<file path="config.mk">
export PLATFORM = sky130hd
export DESIGN_NAME = dram_cycle_decoder
export DESIGN_NICKNAME = d
export VERILOG_FILES = /design/src/rtl/dram_cd_pkg.sv /design/src/rtl/dram_cd_classifier.sv /design/src/rtl/dram_cd_mode_latch.sv /design/src/rtl/dram_cd_bit_array.sv /design/src/rtl/dram_cycle_decoder.sv
export SDC_FILE = /design/constraint.sdc
export NUM_CORES = 1
export LEC_CHECK = 0
export ABC_CLOCK_PERIOD_IN_PS = 1900
export BUFFER_PORTS_ARGS = -buffer_cell sky130_fd_sc_hd__buf_2
export CELL_PAD_IN_SITES_DETAIL_PLACEMENT = 1
export CELL_PAD_IN_SITES_GLOBAL_PLACEMENT = 1
export CORE_MARGIN = 1.5
export CORE_UTILIZATION = 43
export DETAILED_ROUTE_END_ITERATION = 6
export GPL_ROUTABILITY_DRIVEN = 0
export PLACE_DENSITY = 0.73
export RECOVER_POWER = 25
export SETUP_SLACK_MARGIN = 0.5
export SYNTH_ARGS = -nofsm -noshare
export SYNTH_HDL_FRONTEND = slang
export SYNTH_SLANG_ARGS = --single-unit
</file>
<file path="constraint.sdc">
create_clock -name clk -period 1.9 [get_ports clk]
set_input_delay 0.095 -clock clk [delete_from_list [all_inputs] [get_ports clk]]
set_output_delay 0.095 -clock clk [all_outputs]
set_load 0.01 [all_outputs]
</file>
<file path="src/rtl/dram_cd_pkg.sv">
// Package: types shared by the cycle decoder blocks.
// The five cycle kinds are carried together as one packed event set.
package dram_cd_pkg;

    typedef struct packed {
        logic rd;   // column read
        logic wr;   // column write
        logic ror;  // refresh using only the row strobe
        logic cbr;  // refresh with the column strobe leading
        logic tme;  // test mode entry
    } cyc_ev_t;

endpackage

</file>
<file path="src/rtl/dram_cd_classifier.sv">
// Module: dram_cd_classifier
// Samples the three strobes on clk and classifies the cycle from the order of their edges.
// It produces combinational events at the sampling edge and registered one-cycle pulses after it.
// Assumes the strobes are already synchronous to clk. Idle value of every strobe is high.
module dram_cd_classifier
    import dram_cd_pkg::*;
#(
    parameter int AW = 3
) (
    input  logic          clk,
    input  logic          rst_n,
    input  logic          ras_n,
    input  logic          cas_n,
    input  logic          we_n,
    input  logic [AW-1:0] addr,
    output cyc_ev_t       ev,
    output cyc_ev_t       pulse,
    output logic [AW-1:0] row_q
);

    logic ras_q, cas_q;   // strobes at the previous edge
    logic in_row;         // row cycle open (row strobe fell with column strobe high)
    logic saw_col;        // a column access happened in this row cycle
    logic ras_fall, cas_fall;

    assign ras_fall = ras_q & ~ras_n;
    assign cas_fall = cas_q & ~cas_n;

    // Decode the events of the current sampling edge.
    always_comb begin
        ev     = '0;
        ev.tme = ras_fall & ~cas_n & ~we_n;
        ev.cbr = ras_fall & ~cas_n & we_n;
        ev.ror = in_row & ras_n & ~saw_col;
        ev.rd  = in_row & ~ras_n & cas_fall & we_n;
        ev.wr  = in_row & ~ras_n & cas_fall & ~we_n;
    end

    // Remember the strobe history and the state of the open row cycle.
    always_ff @(posedge clk) begin
        if (!rst_n) begin
            ras_q   <= 1'b1;
            cas_q   <= 1'b1;
            in_row  <= 1'b0;
            saw_col <= 1'b0;
            row_q   <= '0;
        end else begin
            ras_q <= ras_n;
            cas_q <= cas_n;
            if (ras_fall && cas_n) begin
                in_row  <= 1'b1;
                saw_col <= 1'b0;
                row_q   <= addr;
            end else if (ras_n) begin
                in_row  <= 1'b0;
                saw_col <= 1'b0;
            end else if (ev.rd || ev.wr) begin
                saw_col <= 1'b1;
            end
        end
    end

    // Register the events into one-cycle output pulses.
    always_ff @(posedge clk) begin
        if (!rst_n) pulse <= '0;
        else        pulse <= ev;
    end

endmodule

</file>
<file path="src/rtl/dram_cd_mode_latch.sv">
// Module: dram_cd_mode_latch
// Holds the sticky test mode flag. An entry event sets it and either refresh event clears it.
// Assumes the entry and refresh events never coincide, which the classifier guarantees.
module dram_cd_mode_latch
    import dram_cd_pkg::*;
(
    input  logic    clk,
    input  logic    rst_n,
    input  cyc_ev_t ev,
    output logic    tmode
);

    // Set on entry, clear on any refresh, hold otherwise.
    always_ff @(posedge clk) begin
        if (!rst_n)                tmode <= 1'b0;
        else if (ev.cbr || ev.ror) tmode <= 1'b0;
        else if (ev.tme)           tmode <= 1'b1;
    end

endmodule

</file>
<file path="src/rtl/dram_cd_bit_array.sv">
// Module: dram_cd_bit_array
// Bit-cell storage, indexed by {row, col}.
// In test mode a write covers both cells of a column pair, and a read returns the equality of that pair.
// Assumes at most one of rd/wr in any cycle. Contents are cleared by reset.
module dram_cd_bit_array #(
    parameter int AW = 3
) (
    input  logic          clk,
    input  logic          rst_n,
    input  logic          rd,
    input  logic          wr,
    input  logic          tmode,
    input  logic [AW-1:0] row,
    input  logic [AW-1:0] col,
    input  logic          din,
    output logic          dout,
    output logic          dout_valid
);

    localparam int IW    = 2 * AW;
    localparam int DEPTH = 1 << IW;

    logic [DEPTH-1:0] mem;
    logic [IW-1:0]    idx, idx_lo, idx_hi;

    assign idx    = {row, col};
    assign idx_lo = {row, col[AW-1:1], 1'b0};
    assign idx_hi = {row, col[AW-1:1], 1'b1};

    // Store the write bit in one cell, or in both cells of the pair in test mode.
    always_ff @(posedge clk) begin
        if (!rst_n) begin
            mem <= '0;
        end else if (wr) begin
            if (tmode) begin
                mem[idx_lo] <= din;
                mem[idx_hi] <= din;
            end else begin
                mem[idx] <= din;
            end
        end
    end

    // Return the stored bit, or the pair compare result in test mode.
    always_ff @(posedge clk) begin
        if (!rst_n) begin
            dout       <= 1'b0;
            dout_valid <= 1'b0;
        end else begin
            dout_valid <= rd;
            if (rd) dout <= tmode ? (mem[idx_lo] == mem[idx_hi]) : mem[idx];
        end
    end

endmodule

</file>
<file path="src/rtl/dram_cycle_decoder.sv">
// Module: dram_cycle_decoder (top)
// Classifies strobe cycles, latches the test mode flag and serves accesses from the bit array.
// Assumes strobes synchronous to clk. The column is taken from addr at the column strobe fall.
module dram_cycle_decoder
    import dram_cd_pkg::*;
#(
    parameter int AW = 3
) (
    input  logic          clk,
    input  logic          rst_n,
    input  logic          ras_n,
    input  logic          cas_n,
    input  logic          we_n,
    input  logic [AW-1:0] addr,
    input  logic          din,
    output logic          dout,
    output logic          dout_valid,
    output logic          rd_pulse,
    output logic          wr_pulse,
    output logic          ror_pulse,
    output logic          cbr_pulse,
    output logic          tm_entry_pulse,
    output logic          test_mode
);

    cyc_ev_t       ev, pulse;
    logic [AW-1:0] row_q;

    dram_cd_classifier #(.AW(AW)) u_cls (
        .clk   (clk),
        .rst_n (rst_n),
        .ras_n (ras_n),
        .cas_n (cas_n),
        .we_n  (we_n),
        .addr  (addr),
        .ev    (ev),
        .pulse (pulse),
        .row_q (row_q)
    );

    dram_cd_mode_latch u_mode (
        .clk   (clk),
        .rst_n (rst_n),
        .ev    (ev),
        .tmode (test_mode)
    );

    dram_cd_bit_array #(.AW(AW)) u_arr (
        .clk        (clk),
        .rst_n      (rst_n),
        .rd         (ev.rd),
        .wr         (ev.wr),
        .tmode      (test_mode),
        .row        (row_q),
        .col        (addr),
        .din        (din),
        .dout       (dout),
        .dout_valid (dout_valid)
    );

    assign rd_pulse       = pulse.rd;
    assign wr_pulse       = pulse.wr;
    assign ror_pulse      = pulse.ror;
    assign cbr_pulse      = pulse.cbr;
    assign tm_entry_pulse = pulse.tme;

endmodule

</file>
======== Word level (Yosys, flattened, before mapping) ========
Cells that the tools add are included.
operators by class
  $add $sub $neg .......................... 0
  multiply operators ...................... 0
  div/mod/pow operators ................... 0
  $lt $le $gt $ge ......................... 6
  equal/unequal tests ..................... 1
  shifts and indexed selects .............. 0
  mux-type cells .......................... 19
  bitwise logic cells ..................... 16
  reduce and logical (&&, ||, !) cells .... 9
operators by type and width
  kind                                                                           number
  64-bit bitwise mux                                                             3
  64-bit two-way mux                                                             1
  6-bit by 7-bit less-than comparator with 1-bit output (second input constant)  3
  6-bit by 1-bit >= comparator with 1-bit output (second input constant)         3
  1-bit AND                                                                      11
  1-bit binary-select mux with 5-bit select                                      2
  1-bit demux with 5-bit select                                                  2
  1-bit two-way mux                                                              9
  1-bit binary-select mux with 6-bit select                                      1
  1-bit demux with 6-bit select                                                  1
  1-bit inverter                                                                 5
  1-bit logical AND                                                              4
  3-bit OR reduction                                                             1
  1-bit logical OR                                                               2
  2-bit nonzero test                                                             1
  2-bit OR reduction                                                             1
  1-bit == test                                                                  1
word-level totals
  register bits ........................... 78
  bits in latches ......................... 0
  bits in writable memories ............... 0
  ROM bits ................................ 0
  input bits .............................. 9
  output and inout bits ................... 8
  word-level logic and storage cells ...... 64
  memories ................................ 0

======== Longest topological paths before layout ========
Gate-level depths: netlist (run 1).
  depth after elaboration ................. 7
  gate-level depth with buffers ........... 9
  gate-level depth less buffers ........... 6

======== Hierarchy ========
A second synthesis (run 1) with hierarchy kept.
unflattened totals
  cells, all modules ...................... 499
  area, all modules ....................... 4436.8 um^2
modules (own cells, without submodules)
  module              times used  cells each  area each (um^2)  sequential area each (um^2)
  dram_cd_bit_array   1           450         3946.3            1321.3
  dram_cd_classifier  1           46          451.7             240.2
  dram_cd_mode_latch  1           3           38.8              20.0

======== Worst setup path before layout (run 1) ========
No wires, ideal clock.
  path kind ............................... flip-flop to flip-flop
  from .................................... register u_cls.row_q[2]
  to ...................................... register u_arr.dout
  setup time .............................. 0.086 ns
  data arrival time ....................... 1.749 ns
  required time ........................... 1.814 ns
  setup slack ............................. 0.064 ns
  cell stages (with the launch flop) ...... 8
  path buffers ............................ 1
  period minus slack after synthesis ...... 1.836 ns
  cell sequence ........................... dfxtp_1 > clkbuf_1 > mux4_2 > mux2i_1 > o32ai_1 > a211oi_1 > xor2_1 > a221oi_2
between the ends
  cells in the longest elaborated chain, start to end .. 4
  elaborated cells between the ends (all ways) .. 8
  those cells by class .................... 1 x eq/ne; 7 x mux
RTL lines
  element                                    line                      text
  start, declared                            dram_cd_classifier.sv:18  output logic [AW-1:0] row_q
  start signal, assigned                     dram_cd_classifier.sv:53  row_q <= addr;
  1-bit binary-select mux with 5-bit select  dram_cd_bit_array.sv:51   if (rd) dout <= tmode ? (mem[idx_lo] == mem[idx_hi]) : mem[idx];
  1-bit two-way mux (implied by the code)    dram_cd_bit_array.sv:51
  1-bit == test                              dram_cd_bit_array.sv:51
  1-bit two-way mux (*)                      dram_cd_bit_array.sv:51
  end signal, assigned                       dram_cd_bit_array.sv:51
  end, declared                              dram_cd_bit_array.sv:16   output logic dout,
Every way passes the cells marked *; elsewhere a longest branch is shown, timed or not. The select of a mux whose other input is x is not followed.
A chain may end at the register's enable or synchronous reset.

======== Worst setup path after layout (run 1) ========
  from .................................... register u_arr.mem[50]
  to ...................................... register u_arr.dout
between the ends
  cells in the longest elaborated chain, start to end .. 4
  elaborated cells between the ends (all ways) .. 6
  those cells by class .................... 1 x eq/ne; 5 x mux
RTL lines
  element                                    line                     text
  start, declared                            dram_cd_bit_array.sv:23  logic [DEPTH-1:0] mem;
  start signal, assigned by index            dram_cd_bit_array.sv:36  mem[idx_lo] <= din;
  start signal, assigned by index            dram_cd_bit_array.sv:37  mem[idx_hi] <= din;
  start signal, assigned by index            dram_cd_bit_array.sv:39  mem[idx] <= din;
  1-bit binary-select mux with 5-bit select  dram_cd_bit_array.sv:51
  1-bit two-way mux (implied by the code)    dram_cd_bit_array.sv:51
  1-bit == test                              dram_cd_bit_array.sv:51
  1-bit two-way mux (*)                      dram_cd_bit_array.sv:51
Marks and branches as above.

==> impl_metrics.env, run 1 <==
export IMPL_diodes=0
export IMPL_drc=0
export IMPL_clk_path_buf_depth=2
export IMPL_crit_type="register to register"
export IMPL_clkLatencyLatePin_ns=0.39
export IMPL_period_needed_ns=2.12
export IMPL_synthArstFlopShare_pct=0
export IMPL_wl_um=21700
export IMPL_synth_top_cell_area_share_pct=35.3
export IMPL_synth_seq_area_share_pct=35.3
export IMPL_post_dp_cell_area_um2=5070
export IMPL_ant_nets=0
export IMPL_slew_viol_final=0
export IMPL_status="finished with violations"
export IMPL_cp_required_ns=2.17
export IMPL_finClkSkew_ns=0.0253
export IMPL_clock_sinks=78
export IMPL_h_tree_depth=3
export IMPL_cap_viol_max_count=0
export IMPL_ys_top_cells_by_area="dfxtp_1 (35%), a21boi_0 (8.0%), mux2i_1 (6.8%)"
export IMPL_multi_input_area_um2=3380
export IMPL_die_area_um2=10900
export IMPL_ys_seq_elements=78
export IMPL_crit_fanout=2
export IMPL_cts_root_buf="clkbuf_8"
export IMPL_layout_common_cells="dfxtp_1 (75), buf_4 (66), nor2_4 (38), nand2_1 (33), a21boi_1 (33)"
export IMPL_cts_buffers_inserted=9
export IMPL_layout_nets=613
export IMPL_syn_area_um2=4430
export IMPL_coreArea_um2=9860
export IMPL_pin_count=17
export IMPL_area_delta_synth_final_pct=45.1
export IMPL_comb_power_share_pct=14.8
export IMPL_post_route_cells_drive_above_1_share_pct=42.9
export IMPL_power_density_nw_per_um2=547
export IMPL_die_width_um=104
export IMPL_swShare_pct=29.9
export IMPL_final_common_cell="dfxtp_1"
export IMPL_grt_overflow_total=0
export IMPL_hpwl_um=11400
export IMPL_synth_cells=517
export IMPL_antenna_found_initial=0
export IMPL_synth_top_area_cell="dfxtp_1"
export IMPL_setup_violations=1
export IMPL_fin_hold_ws_ns=0.0839
export IMPL_ys_types=51
export IMPL_ys_warn_count=0
export IMPL_num_vias=5112
export IMPL_tightest_slew_ns=0.806
export IMPL_seqPwrFrac_pct=47.1
export IMPL_grt_pass1_wl_um=30300
export IMPL_grt_max_degree=40
export IMPL_violations="negative setup slack"
export IMPL_die_y_um=104
export IMPL_synth_edf_count=0
export IMPL_fin_crit_sh_pct=112
export IMPL_avgViaCountPerCell=6.89
export IMPL_cts_tree="done"
export IMPL_port_buffers=16
export IMPL_ys_flop_type="dfxtp_1"
export IMPL_fillCellCount=1072
export IMPL_worstHoldPathType="input port to register"
export IMPL_drtIter0Drc=549
export IMPL_critPathArrivalTime_ns=2.39
export IMPL_cellInternalPower_mw=2.46
export IMPL_clkTransAtPathRegs_ns=0.09
export IMPL_final_hold_violation_count=0
export IMPL_seqCellArea_um2=1570
export IMPL_row_count=36
export IMPL_setup_worst_path_start_class="register"
export IMPL_dp_slack_ns=-0.111
export IMPL_setup_slack_ns=-0.223
export IMPL_postLayoutCellArea_um2=6420
export IMPL_end_kind="register"
export IMPL_power_frac_clock_pct=38.1
export IMPL_peakVddDrop_uv=475
export IMPL_start_util_pct=44.9
export IMPL_rsz0062_at_grt="yes"
export IMPL_synthesis_nets=526
export IMPL_wire_per_inst_um=29.2
export IMPL_r2r_slack_ns=-0.22
export IMPL_max_freq_mhz=471
export IMPL_p_leak_nw=2.14
export IMPL_grt_pass1_vias=5099
export IMPL_setup_tns_ns=-0.223
export IMPL_switchingPower_mw=1.05
export IMPL_max_slew_margin_pct=46.3
export IMPL_track_usage_pct=36.7
export IMPL_postSynthAreaPerCell_um2=8.56
export IMPL_drt_pass1_iterations=5
[flip-flops by register name, summed over array words and instances (netlist names)]
register and count:
u_arr.mem 64, u_mode.tmode 1, u_cls.pulse 5, u_cls.cas_q 1
u_arr.dout 1, u_cls.saw_col 1, u_cls.ras_q 1, u_cls.in_row 1
u_cls.row_q 3
[per-stage QoR]
step	power (mW)	instances	utilization, %
finish	3.51	742	65.1
global route	3.58	742	65.1
CTS	3.41	736	61.0
detailed placement	2.09	691	51.4
global placement	2.07	691	51.4
floorplan	1.92	517	-
[Yosys cell counts (2+ instances only)]
cell type and number:
dfxtp_1 78, nor2_1 59, o21ai_0 51, a21boi_0 47, nand2_1 47, nor2b_1 32, mux2i_1 30, clkbuf_1 29
a221oi_1 17, nand4_1 14, nand3_1 11, buf_2 9, mux4_2 8, and2_1 6, nand2b_1 6, mux4_1 5
a21oi_1 4, and3_1 4, buf_4 4, a211oi_1 3, a22oi_1 3, a311oi_1 3, a32o_1 3, buf_1 3
inv_1 3, mux2_2 3, o21ai_1 3, o22a_1 3, a2111oi_0 2, buf_6 2, nor3b_1 2, nor3b_2 2
o211ai_1 2, o22ai_1 2
[cell families (layout without fill, tap and decap cells)]
family | Yosys count | count (layout) | synth area share [%]
muxes | 46 | 46 | 14.6
AOI/OAI and AO/OA | 150 | 150 | 23.3
and+or+nand+nor | 191 | 196 | 21.4
buffers and inverters | 51 | 138 | 5.26
DFF | 78 | 78 | 35.3
xor gates and xnor gates | 1 | 1 | 0.198
[routing by layer]
metal,GRT usage [%],part of all wire [%],vias to the layer above,wire length [um]
met5,0,0,-,0
li1,-,-,2068,-
met4,21.9,7.8,0,1690
met2,60.4,47,368,10200
met1,42.9,36,2516,7870
met3,9.52,8.9,160,1930
[power groups by stage]
stage / logic, mW / clock network (mW) / registers, mW
after floorplan: 0.229 / 0 / 1.69
after global placement: 0.383 / 0 / 1.69
after detailed placement: 0.395 / 0 / 1.69
after CTS: 0.452 / 1.31 / 1.65
after global routing: 0.531 / 1.40 / 1.66
final: 0.520 / 1.34 / 1.65
[worst max-delay path: stages (launching register included)]
cell and delay [ns]:
dfxtp_1 0.35, buf_4 0.17, a221oi_1 0.53, o22ai_1 0.22, o221a_2 0.33, o21ai_0 0.31, a221oi_2 0.11
[final timing paths]
kind / from / end / cells past startpoint
worst max-delay path: u_arr.mem[50] / u_arr.dout / 6
worst min-delay path: we_n / u_cls.pulse[0] / 2
worst max register to register: u_arr.mem[50] / u_arr.dout / 6
worst min register to register: u_arr.mem[58] / u_arr.mem[58] / 2
[layout make-up]
cell class,count,share of cell area (%)
inverter,4,0.234
timing repair buffer,118,17.2
multi-input combinational,393,52.6
sequential,78,24.4
clock inverter,3,0.682
clock buffer,13,2.32
tap,133,2.59
[timing repair]
item	CTS	global route
cloned	4	1
resized for setup	181	97
endpoints found under the setup margin	65	67
hold buffers	1	0
endpoints found under the hold margin	1	0
pin swaps	24	37
setup buffers	24	5
Power figures use the tool's default switching activity.
==> run 2: changes to the inputs <==
- CTS_BUF_LIST: default -> sky130_fd_sc_hd__clkbuf_8 sky130_fd_sc_hd__clkbuf_16
- SKIP_LAST_GASP: default -> 1
==> run 2 against run 1 <==
Effect of this change:
- the flow still finishes with violations (negative setup slack)
- critical path type unchanged
- combinational power down 4.0%
- critical path depth did not move
- routed wire length decreased by 10%
- setup slack gained 0.21 ns
- count of clock-buffer cells in the layout decreased by 3
- highest routed layer unchanged
- fmax increased by 11%
==> impl_metrics.env, run 2 (synthesis gave the netlist of run 1 again) <==
export IMPL_status="finished with violations"
export IMPL_violations="negative setup slack"
export IMPL_crit_fanout=3
export IMPL_ant_nets=0
export IMPL_layout_nets=611
export IMPL_crit_type="register to register"
export IMPL_track_usage_pct=35.2
export IMPL_antenna_found_initial=0
export IMPL_final_hold_violation_count=0
export IMPL_cp_required_ns=2.21
export IMPL_drtIter0Drc=499
export IMPL_p_leak_nw=2.12
export IMPL_grt_pass1_wl_um=29300
export IMPL_port_buffers=16
export IMPL_drc=0
export IMPL_hold_depth=2
export IMPL_post_dp_cell_area_um2=5070
export IMPL_end_kind="register"
export IMPL_setup_worst_path_start_class="register"
export IMPL_final_util_pct=63.7
export IMPL_regToRegEndpoint="u_arr.dout"
export IMPL_slew_viol_final=0
export IMPL_cap_viol_max_count=0
export IMPL_grt_pass1_vias=5035
export IMPL_die_area_um2=10900
export IMPL_drt_pass1_iterations=5
export IMPL_die_y_um=104
export IMPL_cts_tree="done"
export IMPL_max_freq_mhz=521
export IMPL_cts_buffers_inserted=9
export IMPL_top_register="u_arr.mem"
export IMPL_row_count=36
export IMPL_final_common_cell="dfxtp_1"
export IMPL_post_route_cells_drive_above_1_share_pct=39.9
export IMPL_diodes=0
export IMPL_tightest_slew_ns=0.707
export IMPL_area_delta_synth_final_pct=42.0
export IMPL_postLayoutCellArea_um2=6290
export IMPL_cts_root_buf="clkbuf_8"
export IMPL_r2r_start="u_arr.mem[15]"
export IMPL_hold_start="ras_n"
export IMPL_clkLatencyLatePin_ns=0.40
export IMPL_grt_overflow_total=0
export IMPL_grt_max_degree=40
export IMPL_clk_path_buf_depth=2
export IMPL_clkTransAtPathRegs_ns=0.09
export IMPL_fin_crit_sh_pct=101
export IMPL_setup_slack_ns=-0.0176
export IMPL_start_util_pct=44.9
export IMPL_largest_register_ffs=64
export IMPL_finClkSkew_ns=0.0212
export IMPL_rsz0062_at_grt="yes"
export IMPL_die_width_um=104
export IMPL_num_vias=4879
export IMPL_coreArea_um2=9860
export IMPL_pin_count=17
export IMPL_clock_sinks=78
export IMPL_critPathArrivalTime_ns=2.22
export IMPL_wl_um=19500
export IMPL_fin_hold_ws_ns=0.0147
export IMPL_power_density_nw_per_um2=550
export IMPL_peakVddDrop_uv=460
export IMPL_period_needed_ns=1.92
export IMPL_layout_common_cells="dfxtp_1 (75), buf_4 (67), a21boi_1 (37), nor2_4 (36), nand2_1 (35)"
export IMPL_wire_per_inst_um=26.3
export IMPL_hpwl_um=11400
export IMPL_worstHoldPathType="input port to register"
export IMPL_holdPathEnd="u_cls.ras_q"
export IMPL_r2r_slack_ns=-0.02
export IMPL_setup_violations=1
export IMPL_max_slew_margin_pct=52.9
export IMPL_reg_largest_list="u_arr.mem: 64 flops, u_cls.pulse: 5 flops, u_cls.row_q: 3 flops"
export IMPL_r2r_cells=6
export IMPL_h_tree_depth=3
export IMPL_setup_tns_ns=-0.0176
export IMPL_avgViaCountPerCell=6.59
==> run 2: cell count changes in the layout (fill, tap and decap cells not counted), sizes merged <==
cell    previous run  this run
inv                3         6
clkbuf            13        10
buf              117       115
==> run 2: worst max path at each step <==
stage | from | endpoint | slack, ns | cells past startpoint
after detailed placement | addr[1] | u_arr.dout | -0.11 | 8
final | u_arr.mem[15] | u_arr.dout | -0.02 | 6
after floorplan | u_arr.mem[7] | u_arr.dout | 0.26 | 6
after CTS | u_cls.row_q[2] | u_arr.dout | 0.05 | 6
after global routing | u_arr.mem[49] | u_arr.dout | -0.11 | 7
after global placement | addr[2] | u_arr.dout | -0.04 | 8
==> run 2: through the flow <==
stage	cells	power [mW]	worst slack (ns)
5_1_grt	740	3.53	-0.107
3_5_place_dp	691	2.09	-0.111
3_3_place_gp	691	2.07	-0.0445
6_report	740	3.46	-0.0176
4_1_cts	736	3.39	0.0476
2_1_floorplan	517	1.92	0.264
==> run 2: area by class of cell <==
class	instances	area, um2
clock buffer	10	138
timing repair buffer	116	1050
fill	1084	3580
tap	133	166
multi-input combinational	393	3290
sequential	78	1570
clock inverter	6	55.1
inverter	4	15.0
==> run 2: where the power goes <==
part           total [mW]  internal, mW  switching [mW]  leakage, nW
Combinational       0.499         0.171           0.328         1.38
Sequential           1.65          1.64          0.0102        0.631
Clock                1.30         0.630           0.675        0.110
Total                3.46          2.44            1.01         2.12
==> run 2: layer usage <==
layer / part of all wire, % / routed length, um / GRT usage, %
met3: 8.4 / 1640 / 8.77
met2: 47 / 9210 / 56.0
met5: 0 / 0 / 0
met4: 5.9 / 1160 / 21.1
met1: 38 / 7490 / 42.9
==> run 2: timing repair <==
item                                    CTS  global route
cloned                                    4             1
gates resized for setup                 183            70
setup buffers                            24             3
hold endpoints to repair                  1             0
endpoints found under the setup margin   65            65
hold buffers                              1             0
pin swaps                                24            30
==> run 2: worst max-delay path: stages, from the launching register on <==
cell	delay, ns
dfxtp_1	0.36
mux4_2	0.49
mux2i_1	0.21
o22ai_1	0.15
a311oi_2	0.24
xor2_1	0.12
a221oi_2	0.26
